$ cat src/rtl/cfg_regs_pkg.sv
package cfg_regs_pkg;

    typedef enum logic {
        ST_NO_INDEX,
        ST_INDEXED
    } acc_state_e;

    localparam logic [7:0] IDX_STATUS = 8'h50;
    localparam logic [7:0] IDX_PORT2  = 8'h57;
    localparam int         NSLOT      = 8;
    localparam int         SLOT_W     = $clog2(NSLOT) + 1;
    localparam int         BURST_SLOT = NSLOT - 1;
    localparam logic [SLOT_W-1:0] NO_SLOT = '1;

    // Plain storage slots: 51h..56h -> 0..5, 58h -> 6, 59h -> 7
    function automatic logic [SLOT_W-1:0] slot_of(input logic [7:0] idx);
        logic [7:0] off;
        if (idx >= 8'h51 && idx <= 8'h56) begin
            off = idx - 8'h51;
            return off[SLOT_W-1:0];
        end else if (idx == 8'h58 || idx == 8'h59) begin
            off = idx - 8'h52;
            return off[SLOT_W-1:0];
        end
        return NO_SLOT;
    endfunction

endpackage

$ cat src/rtl/cfg_port_decode.sv
module cfg_port_decode #(
    parameter int                ADDR_W    = 10,
    parameter logic [ADDR_W-1:0] IDX_MAIN  = 'h0B4,
    parameter logic [ADDR_W-1:0] DATA_MAIN = 'h0B8,
    parameter logic [ADDR_W-1:0] IDX_ALT   = 'h034,
    parameter logic [ADDR_W-1:0] DATA_ALT  = 'h038
) (
    input  logic [ADDR_W-1:0] addr,
    input  logic              relocate,
    output logic              hit_index,
    output logic              hit_data
);

    always_comb begin
        if (relocate) begin
            hit_index = (addr == IDX_ALT);
            hit_data  = (addr == DATA_ALT);
        end else begin
            hit_index = (addr == IDX_MAIN);
            hit_data  = (addr == DATA_MAIN);
        end
    end

endmodule

$ cat src/rtl/cfg_access_fsm.sv
module cfg_access_fsm
    import cfg_regs_pkg::*;
(
    input  logic       clk,
    input  logic       rst,
    input  logic       wr_index,
    input  logic [7:0] wdata,
    output logic [7:0] index_q,
    output logic       indexed
);

    acc_state_e state_q, state_d;

    // state register
    always_ff @(posedge clk) begin
        if (rst) state_q <= ST_NO_INDEX;
        else     state_q <= state_d;
    end

    // next state: T_LOAD_INDEX, T_HOLD
    always_comb begin
        state_d = state_q;
        unique case (state_q)
            ST_NO_INDEX: if (wr_index) state_d = ST_INDEXED;
            ST_INDEXED:  state_d = ST_INDEXED;
        endcase
    end

    // outputs
    always_comb begin
        indexed = 1'b0;
        unique case (state_q)
            ST_NO_INDEX: indexed = 1'b0;
            ST_INDEXED:  indexed = 1'b1;
        endcase
    end

    always_ff @(posedge clk) begin
        if (rst)           index_q <= 8'h00;
        else if (wr_index) index_q <= wdata;
    end

endmodule

$ cat src/rtl/cfg_irq_path.sv
module cfg_irq_path #(
    parameter int SYNC_STAGES = 2
) (
    input  logic clk,
    input  logic rst,
    input  logic disk_irq,
    input  logic follow,
    input  logic clr,
    output logic host_irq,
    output logic pending
);

    logic [SYNC_STAGES:0] chain_q;
    logic                 rise;

    always_ff @(posedge clk) begin
        if (rst) chain_q <= '0;
        else     chain_q <= {chain_q[SYNC_STAGES-1:0], disk_irq};
    end

    assign rise = chain_q[SYNC_STAGES-1] & ~chain_q[SYNC_STAGES];

    always_ff @(posedge clk) begin
        if (rst)       pending <= 1'b0;
        else if (rise) pending <= 1'b1;
        else if (clr)  pending <= 1'b0;
    end

    assign host_irq = follow ? disk_irq : ~disk_irq;

endmodule

$ cat src/rtl/cfg_reg_bank.sv
module cfg_reg_bank
    import cfg_regs_pkg::*;
#(
    parameter logic [7:0] BURST_RST = 8'h40
) (
    input  logic       clk,
    input  logic       rst,
    input  logic       wr_en,
    input  logic [7:0] idx,
    input  logic [7:0] wdata,
    input  logic       irq_pending,
    input  logic [1:0] dev_id,
    output logic [7:0] rd_val,
    output logic [7:0] plain_q [NSLOT],
    output logic       port2_en
);

    logic [SLOT_W-1:0] slot;
    assign slot = slot_of(idx);

    for (genvar s = 0; s < NSLOT; s++) begin : g_slot
        localparam logic [7:0] RST_VAL = (s == BURST_SLOT) ? BURST_RST : 8'h00;
        always_ff @(posedge clk) begin
            if (rst)
                plain_q[s] <= RST_VAL;
            else if (wr_en && slot == SLOT_W'(s))
                plain_q[s] <= wdata;
        end
    end

    always_ff @(posedge clk) begin
        if (rst)
            port2_en <= 1'b0;
        else if (wr_en && (idx == IDX_STATUS || idx == IDX_PORT2))
            port2_en <= wdata[0];
    end

    always_comb begin
        if (slot != NO_SLOT)
            rd_val = plain_q[slot[SLOT_W-2:0]];
        else if (idx == IDX_STATUS)
            rd_val = {3'b000, dev_id, irq_pending, 2'b00};
        else if (idx == IDX_PORT2)
            rd_val = {7'b0, port2_en};
        else
            rd_val = 8'h00;
    end

endmodule

$ cat src/rtl/cfg_idx_regfile.sv
module cfg_idx_regfile
    import cfg_regs_pkg::*;
#(
    parameter int                ADDR_W      = 10,
    parameter logic [ADDR_W-1:0] IDX_MAIN    = 'h0B4,
    parameter logic [ADDR_W-1:0] DATA_MAIN   = 'h0B8,
    parameter logic [ADDR_W-1:0] IDX_ALT     = 'h034,
    parameter logic [ADDR_W-1:0] DATA_ALT    = 'h038,
    parameter logic [7:0]        BURST_RST   = 8'h40,
    parameter int                SYNC_STAGES = 2
) (
    input  logic              clk,
    input  logic              rst,
    input  logic [ADDR_W-1:0] io_addr,
    input  logic [7:0]        io_wdata,
    input  logic              io_wr,
    input  logic              io_rd,
    output logic [7:0]        io_rdata,
    input  logic              strap_relocate,
    input  logic [1:0]        strap_dev_id,
    input  logic              strap_irq_follow,
    input  logic              strap_enable,
    input  logic              disk_irq,
    output logic              host_irq,
    output logic              xfer_enable,
    output logic              second_port_en,
    output logic [7:0]        ctrl_q,
    output logic [7:0]        cmd_tim_q,
    output logic [7:0]        d0_setup_q,
    output logic [7:0]        d0_act_q,
    output logic [7:0]        d1_setup_q,
    output logic [7:0]        d1_act_q,
    output logic [7:0]        gen2_q,
    output logic [7:0]        burst_len_q
);

    logic       reloc_q, follow_q, enable_q;
    logic [1:0] dev_id_q;
    logic       hit_index, hit_data, indexed;
    logic [7:0] index_q, bank_rd;
    logic       irq_clr, irq_pending;
    logic [7:0] plain_q [NSLOT];

    // straps follow the pins while reset is high; last reset cycle wins
    always_ff @(posedge clk) begin
        if (rst) begin
            reloc_q  <= strap_relocate;
            follow_q <= strap_irq_follow;
            enable_q <= strap_enable;
            dev_id_q <= strap_dev_id;
        end
    end

    cfg_port_decode #(
        .ADDR_W(ADDR_W), .IDX_MAIN(IDX_MAIN), .DATA_MAIN(DATA_MAIN),
        .IDX_ALT(IDX_ALT), .DATA_ALT(DATA_ALT)
    ) u_dec (
        .addr(io_addr), .relocate(reloc_q),
        .hit_index(hit_index), .hit_data(hit_data)
    );

    cfg_access_fsm u_fsm (
        .clk(clk), .rst(rst), .wr_index(io_wr & hit_index),
        .wdata(io_wdata), .index_q(index_q), .indexed(indexed)
    );

    assign irq_clr = io_rd & hit_data & indexed & (index_q == IDX_STATUS);

    cfg_irq_path #(.SYNC_STAGES(SYNC_STAGES)) u_irq (
        .clk(clk), .rst(rst), .disk_irq(disk_irq), .follow(follow_q),
        .clr(irq_clr), .host_irq(host_irq), .pending(irq_pending)
    );

    cfg_reg_bank #(.BURST_RST(BURST_RST)) u_bank (
        .clk(clk), .rst(rst), .wr_en(io_wr & hit_data & indexed),
        .idx(index_q), .wdata(io_wdata), .irq_pending(irq_pending),
        .dev_id(dev_id_q), .rd_val(bank_rd), .plain_q(plain_q),
        .port2_en(second_port_en)
    );

    always_ff @(posedge clk) begin
        if (rst)
            io_rdata <= 8'h00;
        else if (io_rd) begin
            if (hit_index)              io_rdata <= index_q;
            else if (hit_data && indexed) io_rdata <= bank_rd;
            else                        io_rdata <= 8'h00;
        end
    end

    assign xfer_enable = enable_q;
    assign ctrl_q      = plain_q[0];
    assign cmd_tim_q   = plain_q[1];
    assign d0_setup_q  = plain_q[2];
    assign d0_act_q    = plain_q[3];
    assign d1_setup_q  = plain_q[4];
    assign d1_act_q    = plain_q[5];
    assign gen2_q      = plain_q[6];
    assign burst_len_q = plain_q[7];

endmodule

$ cat config.mk
export PLATFORM = sky130hd
export DESIGN_NAME = cfg_idx_regfile
export DESIGN_NICKNAME = d
export VERILOG_FILES = /design/src/rtl/cfg_regs_pkg.sv /design/src/rtl/cfg_port_decode.sv /design/src/rtl/cfg_access_fsm.sv /design/src/rtl/cfg_irq_path.sv /design/src/rtl/cfg_reg_bank.sv /design/src/rtl/cfg_idx_regfile.sv
export SDC_FILE = /design/constraint.sdc
export NUM_CORES = 1
export LEC_CHECK = 0
export ABC_AREA = 1
export BUFFER_PORTS_ARGS = -buffer_cell sky130_fd_sc_hd__buf_4
export CAP_MARGIN = 25
export CELL_PAD_IN_SITES_DETAIL_PLACEMENT = 0
export CELL_PAD_IN_SITES_GLOBAL_PLACEMENT = 1
export CORE_UTILIZATION = 38
export CTS_CLUSTER_SIZE = 28
export DETAILED_ROUTE_END_ITERATION = 8
export GPL_TIMING_DRIVEN = 1
export PLACE_DENSITY = 0.76
export SYNTH_ARGS = -nofsm -noshare
export SYNTH_HDL_FRONTEND = slang
export SYNTH_HIERARCHICAL = 1
export SYNTH_SLANG_ARGS = --single-unit
$ cat constraint.sdc
create_clock -name clk -period 2.6 [get_ports clk]
set_input_delay 0.13 -clock clk [delete_from_list [all_inputs] [get_ports clk]]
set_output_delay 0.13 -clock clk [all_outputs]
set_load 0.02 [all_outputs]
==> flow_summary.toml, run 1 <==
[worst_setup_path]
critPathLaunchType = "register"
cp_data_required_time_ns = 2.84
critical-path-max-stage-delay_ns = 0.51
path_buf_inv = 2
path_cells = "nor2_1 > nor2_1 > nand2_1 > nand2_2 > nand2_4 > nand2_4 > nand2_4 > nand2_8 > buf_4 > nand3_4 > nor2_8 > inv_2 > nor2_1 > nor2_1"
crit_type = "register to register"
cp-end-kind = "register"
cp_top_family = "simple AND/OR/NAND/NOR gates"
path_max_fanout = 33
path_common_cell = "nor2_1"
critPathArrivalTime_ns = 2.60
cp_slowest_cell = "dfxtp_1"

[clocking]
cts.sinks = 91
ctsLongestPathBuffers = 2
tritoncts = "built"
clock_latency_ns = 0.35
numCtsBuffers = 9
htree_levels = 3
clk_pin_slew_ns = 0.07
cts_root_buf = "clkbuf_16"

[global_route]
gr-usage-all-layers_pct = 25.16
grt_util_met3_pct = 4.878
grt_overflow = 0
grt_pass1_vias = 4651
busiest_layer = "met2"
use_met2_pct = 43.79
antenna_found_initial = 0
grt_max_degree = 66
gr-usage-met1_pct = 31.20
grt_pass1_wl_um = 25270

[timing]
finalHoldViolations = 0
tightest_slew_ns = 0.6256
drv_slew = 0
setup_viol = 0
rsz0062_at_grt = "false"
setup_ws_ns = 0.2417
skew_ns = 0.008314
layout_min_cycle_time_ns = 2.358
fin_crit_sh_pct = 90.70
final.setup.tns_ns = 0
fmax_mhz = 424.0
slew-limit-headroom_pct = 58.29

[job]
drv_cap = 0

[synthesis]
synth_edf_count = 5
muxShareOfSynthArea_pct = 0
synth_flop_cell = "dfxtp_1"
yosys_warnings = 6
synth_xor_area_share_pct = 0.5266
synth-seq-area-share_pct = 37.51
synth_area_per_cell_um2 = 6.600
synth.most_common_cell = "nand2_1"
syn-num-nets = 791
synthAdderAreaFrac_pct = 1.755
postSynthCellCount = 756
ys_seq_elements = 91
synth_compound_area_share_pct = 7.272
synth_top_area_share_pct = 34.50
yosys.area_share.simple_pct = 42.68
async_flop_share_pct = 0
synth_commonest_cells = "nand2_1 (216), nor2_1 (145), dfxtp_1 (86), inv_1 (71), o21ai_0 (52)"
netlist_area_um2 = 4990
ys_top_cells_by_area = "dfxtp_1 (35%), nand2_1 (16%), nor2_1 (11%)"
synth_top_family_by_area = "simple AND/OR/NAND/NOR gates"
yosysTopAreaCell = "dfxtp_1"
yosysUniqueCellTypes = 32

[detailed_routing]
num_vias = 5012
ant_nets = 0
routed_wl_um = 16250
vias_per_cell = 4.829
first_pass_iters = 5
drt-initial-drc-count = 327
wl_per_cell_um = 15.65
drc_errors = 0

[floorplanning]
ios = 103
die_x_um = 116.6
core_area_um2 = 12720
dieArea_um2 = 13590
die_h_um = 116.6
start_util_pct = 39.22
rows = 41

[power_and_ir_drop]
p_clk_share_pct = 44.5
pwr_density_cell_nw_per_um2 = 460.6
intPower_mw = 2.215
total_power_mw = 2.877
p_comb_share_pct = 5.8
swShare_pct = 23.03
seqPwrFrac_pct = 49.6
leakagePower_nw = 3.086
switchingPower_uw = 662.6
ir_worst_vdd_mv = 0.2735

[cells_and_area]
fin_util_pct = 49.11
design_area_um2 = 6247
antenna-diode-count = 0
drive_gt1_share_pct = 20.55
nets = 896
area.growth.synth_to_final_pct = 25.20

[placement]
dpl-instance-area_um2 = 5871
dp_hpwl_um = 12130
io_buffers = 102
gp_congestion = 0.8897
post-place-ws_ns = 0.1210

[min_path]
hp-class = "input port to register"

[outcome]
status = "completed"
-- layout make-up --
cell class	instances	area (um^2)
Clock buffer	13	270.3
Clock inverter	3	21.27
Sequential cell	91	1874
Inverter	87	336.6
Tap cell	172	215.2
Timing Repair Buffer	121	923.4
Fill cell	1359	6475
Multi-Input combinational cell	551	2606
-- cells by family (layout without fill, tap and decap cells) --
kind of cell    count (synthesis)  count (layout)
compound gates                 71              71
xor+xnor                        3               3
fa+ha+maj                       7               7
buf+inv                       114             224
flops                          91              91
simple gates                  470             470
-- worst register-to-register path: cells and delay by family, from the launching register on --
| family | cells | cell delay, ns |
|---|---|---|
| and+or+nand+nor | 12 | 1.39 |
| DFF | 1 | 0.51 |
| buffers and inverters | 2 | 0.34 |
-- final timing paths --
| check | startpoint | to | slack [ns] | cells past startpoint |
|---|---|---|---|---|
| worst min register to register | u_irq/chain_q[0]$_SDFF_PP0_ | u_irq/chain_q[1]$_SDFF_PP0_ | 0.41 | 2 |
| worst max register to register | u_fsm/index_q[3]$_SDFFE_PP0P_ | u_bank/plain_q[48]$_SDFFE_PP0P_ | 0.24 | 14 |
| worst max-delay path | u_fsm/index_q[3]$_SDFFE_PP0P_ | u_bank/plain_q[48]$_SDFFE_PP0P_ | 0.24 | 14 |
| worst min-delay path | io_wdata[6] | u_bank/plain_q[6]$_SDFFE_PP1P_ | 0.08 | 3 |
-- state kept, by name, summed over array words and instances, names as in the netlist --
signal	count
xfer_enable	1
io_rdata	8
u_bank/port2_en	1
u_fsm/index_q	8
u_irq/pending	1
u_bank/plain_q	64
follow_q	1
u_fsm/state_q	1
dev_id_q	2
reloc_q	1
u_irq/chain_q	3
-- power by group through the flow --
| stage | combinational, mW | clock (mW) | sequential, mW |
|---|---|---|---|
| after floorplan | 0.0646 | 0 | 1.47 |
| after global placement | 0.160 | 0 | 1.46 |
| after detailed placement | 0.162 | 0 | 1.46 |
| after CTS | 0.169 | 1.31 | 1.43 |
| after global routing | 0.185 | 1.37 | 1.43 |
| final | 0.168 | 1.28 | 1.43 |
-- cells in the final DEF (no fill, tap or decap), types with 3 or more instances in the layout --
master / count
buf_4: 115
clkbuf_8: 3
dfxtp_1: 84
nor2_1: 145
o21ai_0: 52
inv_2: 8
nand2_1: 216
nand3_4: 5
a21oi_1: 17
nand3_2: 3
nor2_8: 3
nand2_4: 7
edfxtp_1: 5
nand2_2: 5
dlygate4sd3_1: 6
nand3_1: 50
nor2_2: 4
nor3_1: 23
nor2_4: 5
ha_1: 7
clkinv_1: 6
clkbuf_16: 9
inv_1: 70
-- timing repair --
item,4_1_cts,5_1_grt
gates resized for setup,0,3
setup endpoints to repair,0,39
hold buffers,6,0
setup buffers,0,3
hold endpoints to repair,6,0
-- stage by stage --
step	instances	hold slack [ns]
floorplan	756	0.2012
global route	1038	0.09531
finish	1038	0.07616
CTS	1035	0.07606
detailed placement	1013	0.3093
global placement	1013	0.3085
-- metal layers --
layer,share of wire (%),up-vias
met5,0,-
met4,1.5,0
met3,4.8,18
met2,50,131
met1,44,2298
li1,-,2565
Note: power is estimated with default switching activity, not from simulation.
==> run 2, diff against run 1 <==
Settings changed: CORE_MARGIN set to 4.
==> flow_summary.toml, run 2 (synthesis results as in run 1) <==
[worst_setup_path]
critPathLaunchType = "register"
cp_slowest_cell = "dfxtp_1"
cp-end-kind = "register"
path_max_fanout = 20
path_common_cell = "nand2_1"
critical-path-max-stage-delay_ns = 0.34
path_buf_inv = 4
cp_top_family = "simple AND/OR/NAND/NOR gates"
cp_data_required_time_ns = 2.83
worst-r2r-cell-count = 16
reg2reg_to = "io_rdata[1]$_SDFFE_PP0P_"
r2r_start = "u_fsm/index_q[0]$_SDFFE_PP0P_"
path_cells = "inv_2 > ha_1 > inv_1 > a21oi_2 > nand3_1 > nand2_4 > nand2_8 > buf_16 > o21ai_0 > nand2_1 > nand3_1 > nand2_1 > inv_1 > nor2_1 > nand2_1 > a21oi_1"
crit_type = "register to register"
r2r_setup_slack_ns = 0.24
critPathArrivalTime_ns = 2.59

[power_and_ir_drop]
p_clk_share_pct = 46.2
total_power_mw = 2.962
leakagePower_nw = 3.120
ir_worst_vdd_mv = 0.2955
intPower_mw = 2.324
pwr_density_cell_nw_per_um2 = 470.1
seqPwrFrac_pct = 48.2
switchingPower_uw = 638.3
p_comb_share_pct = 5.6
swShare_pct = 21.55

[detailed_routing]
drc_errors = 0
first_pass_iters = 5
ant_nets = 0
routed_wl_um = 16910
wl_per_cell_um = 16.29
num_vias = 5022
vias_per_cell = 4.838
drt-initial-drc-count = 390

[job]
drv_cap = 0

[global_route]
antenna_found_initial = 0
gr-usage-all-layers_pct = 23.03
grt_overflow = 0
grt_max_degree = 66
grt_pass1_vias = 4729
grt_pass1_wl_um = 26170

[outcome]
status = "completed"

[cells_and_area]
largestRegisters = "u_bank/plain_q x64, io_rdata x8, u_fsm/index_q x8"
drive_gt1_share_pct = 20.55
fin_util_pct = 49.53
nets = 897
largest_reg_flops = 64
layout_common_cells = "nand2_1 (215), nor2_1 (145), buf_4 (115), dfxtp_1 (85), inv_1 (69)"
antenna-diode-count = 0
largest_register = "u_bank/plain_q"
area.growth.synth_to_final_pct = 26.28
final_common_cell = "nand2_1"

[min_path]
hp-class = "input port to register"
worstHoldPathCells = 3
worstHoldStart = "disk_irq"
min_to = "u_irq/chain_q[0]$_SDFF_PP0_"

[timing]
final.setup.tns_ns = 0
slew-limit-headroom_pct = 57.41
tightest_slew_ns = 0.6388
skew_ns = 0.005894
drv_slew = 0
fin_crit_sh_pct = 90.86
setup_viol = 0
fmax_mhz = 423.3
layout_min_cycle_time_ns = 2.362
setup_ws_ns = 0.2377
finalHoldViolations = 0
rsz0062_at_grt = "false"

[clocking]
cts.sinks = 91
tritoncts = "built"
clk_pin_slew_ns = 0.06
numCtsBuffers = 9
cts_root_buf = "clkbuf_16"
ctsLongestPathBuffers = 2
clock_latency_ns = 0.34
htree_levels = 3

[placement]
post-place-ws_ns = 0.1880
dp_hpwl_um = 12800
gp_congestion = 0.8632
io_buffers = 102

[floorplanning]
start_util_pct = 39.22
die_h_um = 122.6
rows = 41
core_area_um2 = 12720
ios = 103
die_x_um = 122.6
dieArea_um2 = 15030
## run 2: cell type report
class	instances	area, um^2
Fill cell	1377	6421
Multi-Input combinational cell	551	2609
Sequential cell	91	1873
Timing Repair Buffer	122	965.9
Inverter	87	336.6
Clock buffer	12	236.5
Tap cell	172	215.2
Clock inverter	3	65.06
## run 2: per-stage QoR
| stage | cell area (um^2) | hold slack, ns | cells |
|---|---|---|---|
| global placement | 5898 | 0.3090 | 1015 |
| CTS | 6250 | 0.0006551 | 1035 |
| floorplan | 4990 | 0.2012 | 756 |
| global route | 6301 | 0.0001468 | 1038 |
| detailed placement | 5898 | 0.3093 | 1015 |
| finish | 6301 | 0.01120 | 1038 |
## run 2: power by group through the flow
| stage | clock network (mW) | registers (mW) | logic (mW) |
|---|---|---|---|
| floorplan | 0 | 1.47 | 0.0646 |
| global placement | 0 | 1.46 | 0.159 |
| detailed placement | 0 | 1.46 | 0.161 |
| CTS | 1.40 | 1.43 | 0.167 |
| global route | 1.47 | 1.43 | 0.182 |
| finish | 1.37 | 1.43 | 0.166 |
## run 2: timing repair
| action | 4_1_cts | 5_1_grt |
|---|---|---|
| endpoints found under the setup margin | 0 | 8 |
| setup buffers | 0 | 2 |
| hold buffers | 5 | 0 |
| resized for setup | 0 | 5 |
| hold endpoints to repair | 5 | 0 |
## run 2: tightest hold or removal path, cell delays in order
cell    delay, ns
buf_4        0.09
inv_1        0.03
nor2_1       0.07
## run 2: per-layer routing
layer | up-vias | track usage [%] | part of all wire, %
met5 | - | 0 | 0
met4 | 0 | 6.158 | 1.5
met1 | 2316 | 29.06 | 44
met2 | 131 | 40.30 | 50
li1 | 2559 | - | -
met3 | 16 | 4.332 | 4.3
## run 2: how the worst max path moves through the flow
| stage | startpoint | to | slack [ns] | cells after the start |
|---|---|---|---|---|
| 6_report | u_fsm/index_q[0]$_SDFFE_PP0P_ | io_rdata[1]$_SDFFE_PP0P_ | 0.24 | 16 |
| 4_1_cts | u_fsm/index_q[0]$_SDFFE_PP0P_ | io_rdata[4]$_SDFFE_PP0P_ | 0.16 | 17 |
| 2_1_floorplan | u_fsm/index_q[1]$_SDFFE_PP0P_ | io_rdata[4]$_SDFFE_PP0P_ | 0.40 | 18 |
| 3_3_place_gp | u_fsm/index_q[6]$_SDFFE_PP0P_ | io_rdata[2]$_SDFFE_PP0P_ | 0.28 | 19 |
| 5_1_grt | u_fsm/index_q[0]$_SDFFE_PP0P_ | io_rdata[6]$_SDFFE_PP0P_ | 0.0005 | 17 |
| 3_5_place_dp | u_fsm/index_q[0]$_SDFFE_PP0P_ | io_rdata[4]$_SDFFE_PP0P_ | 0.19 | 17 |
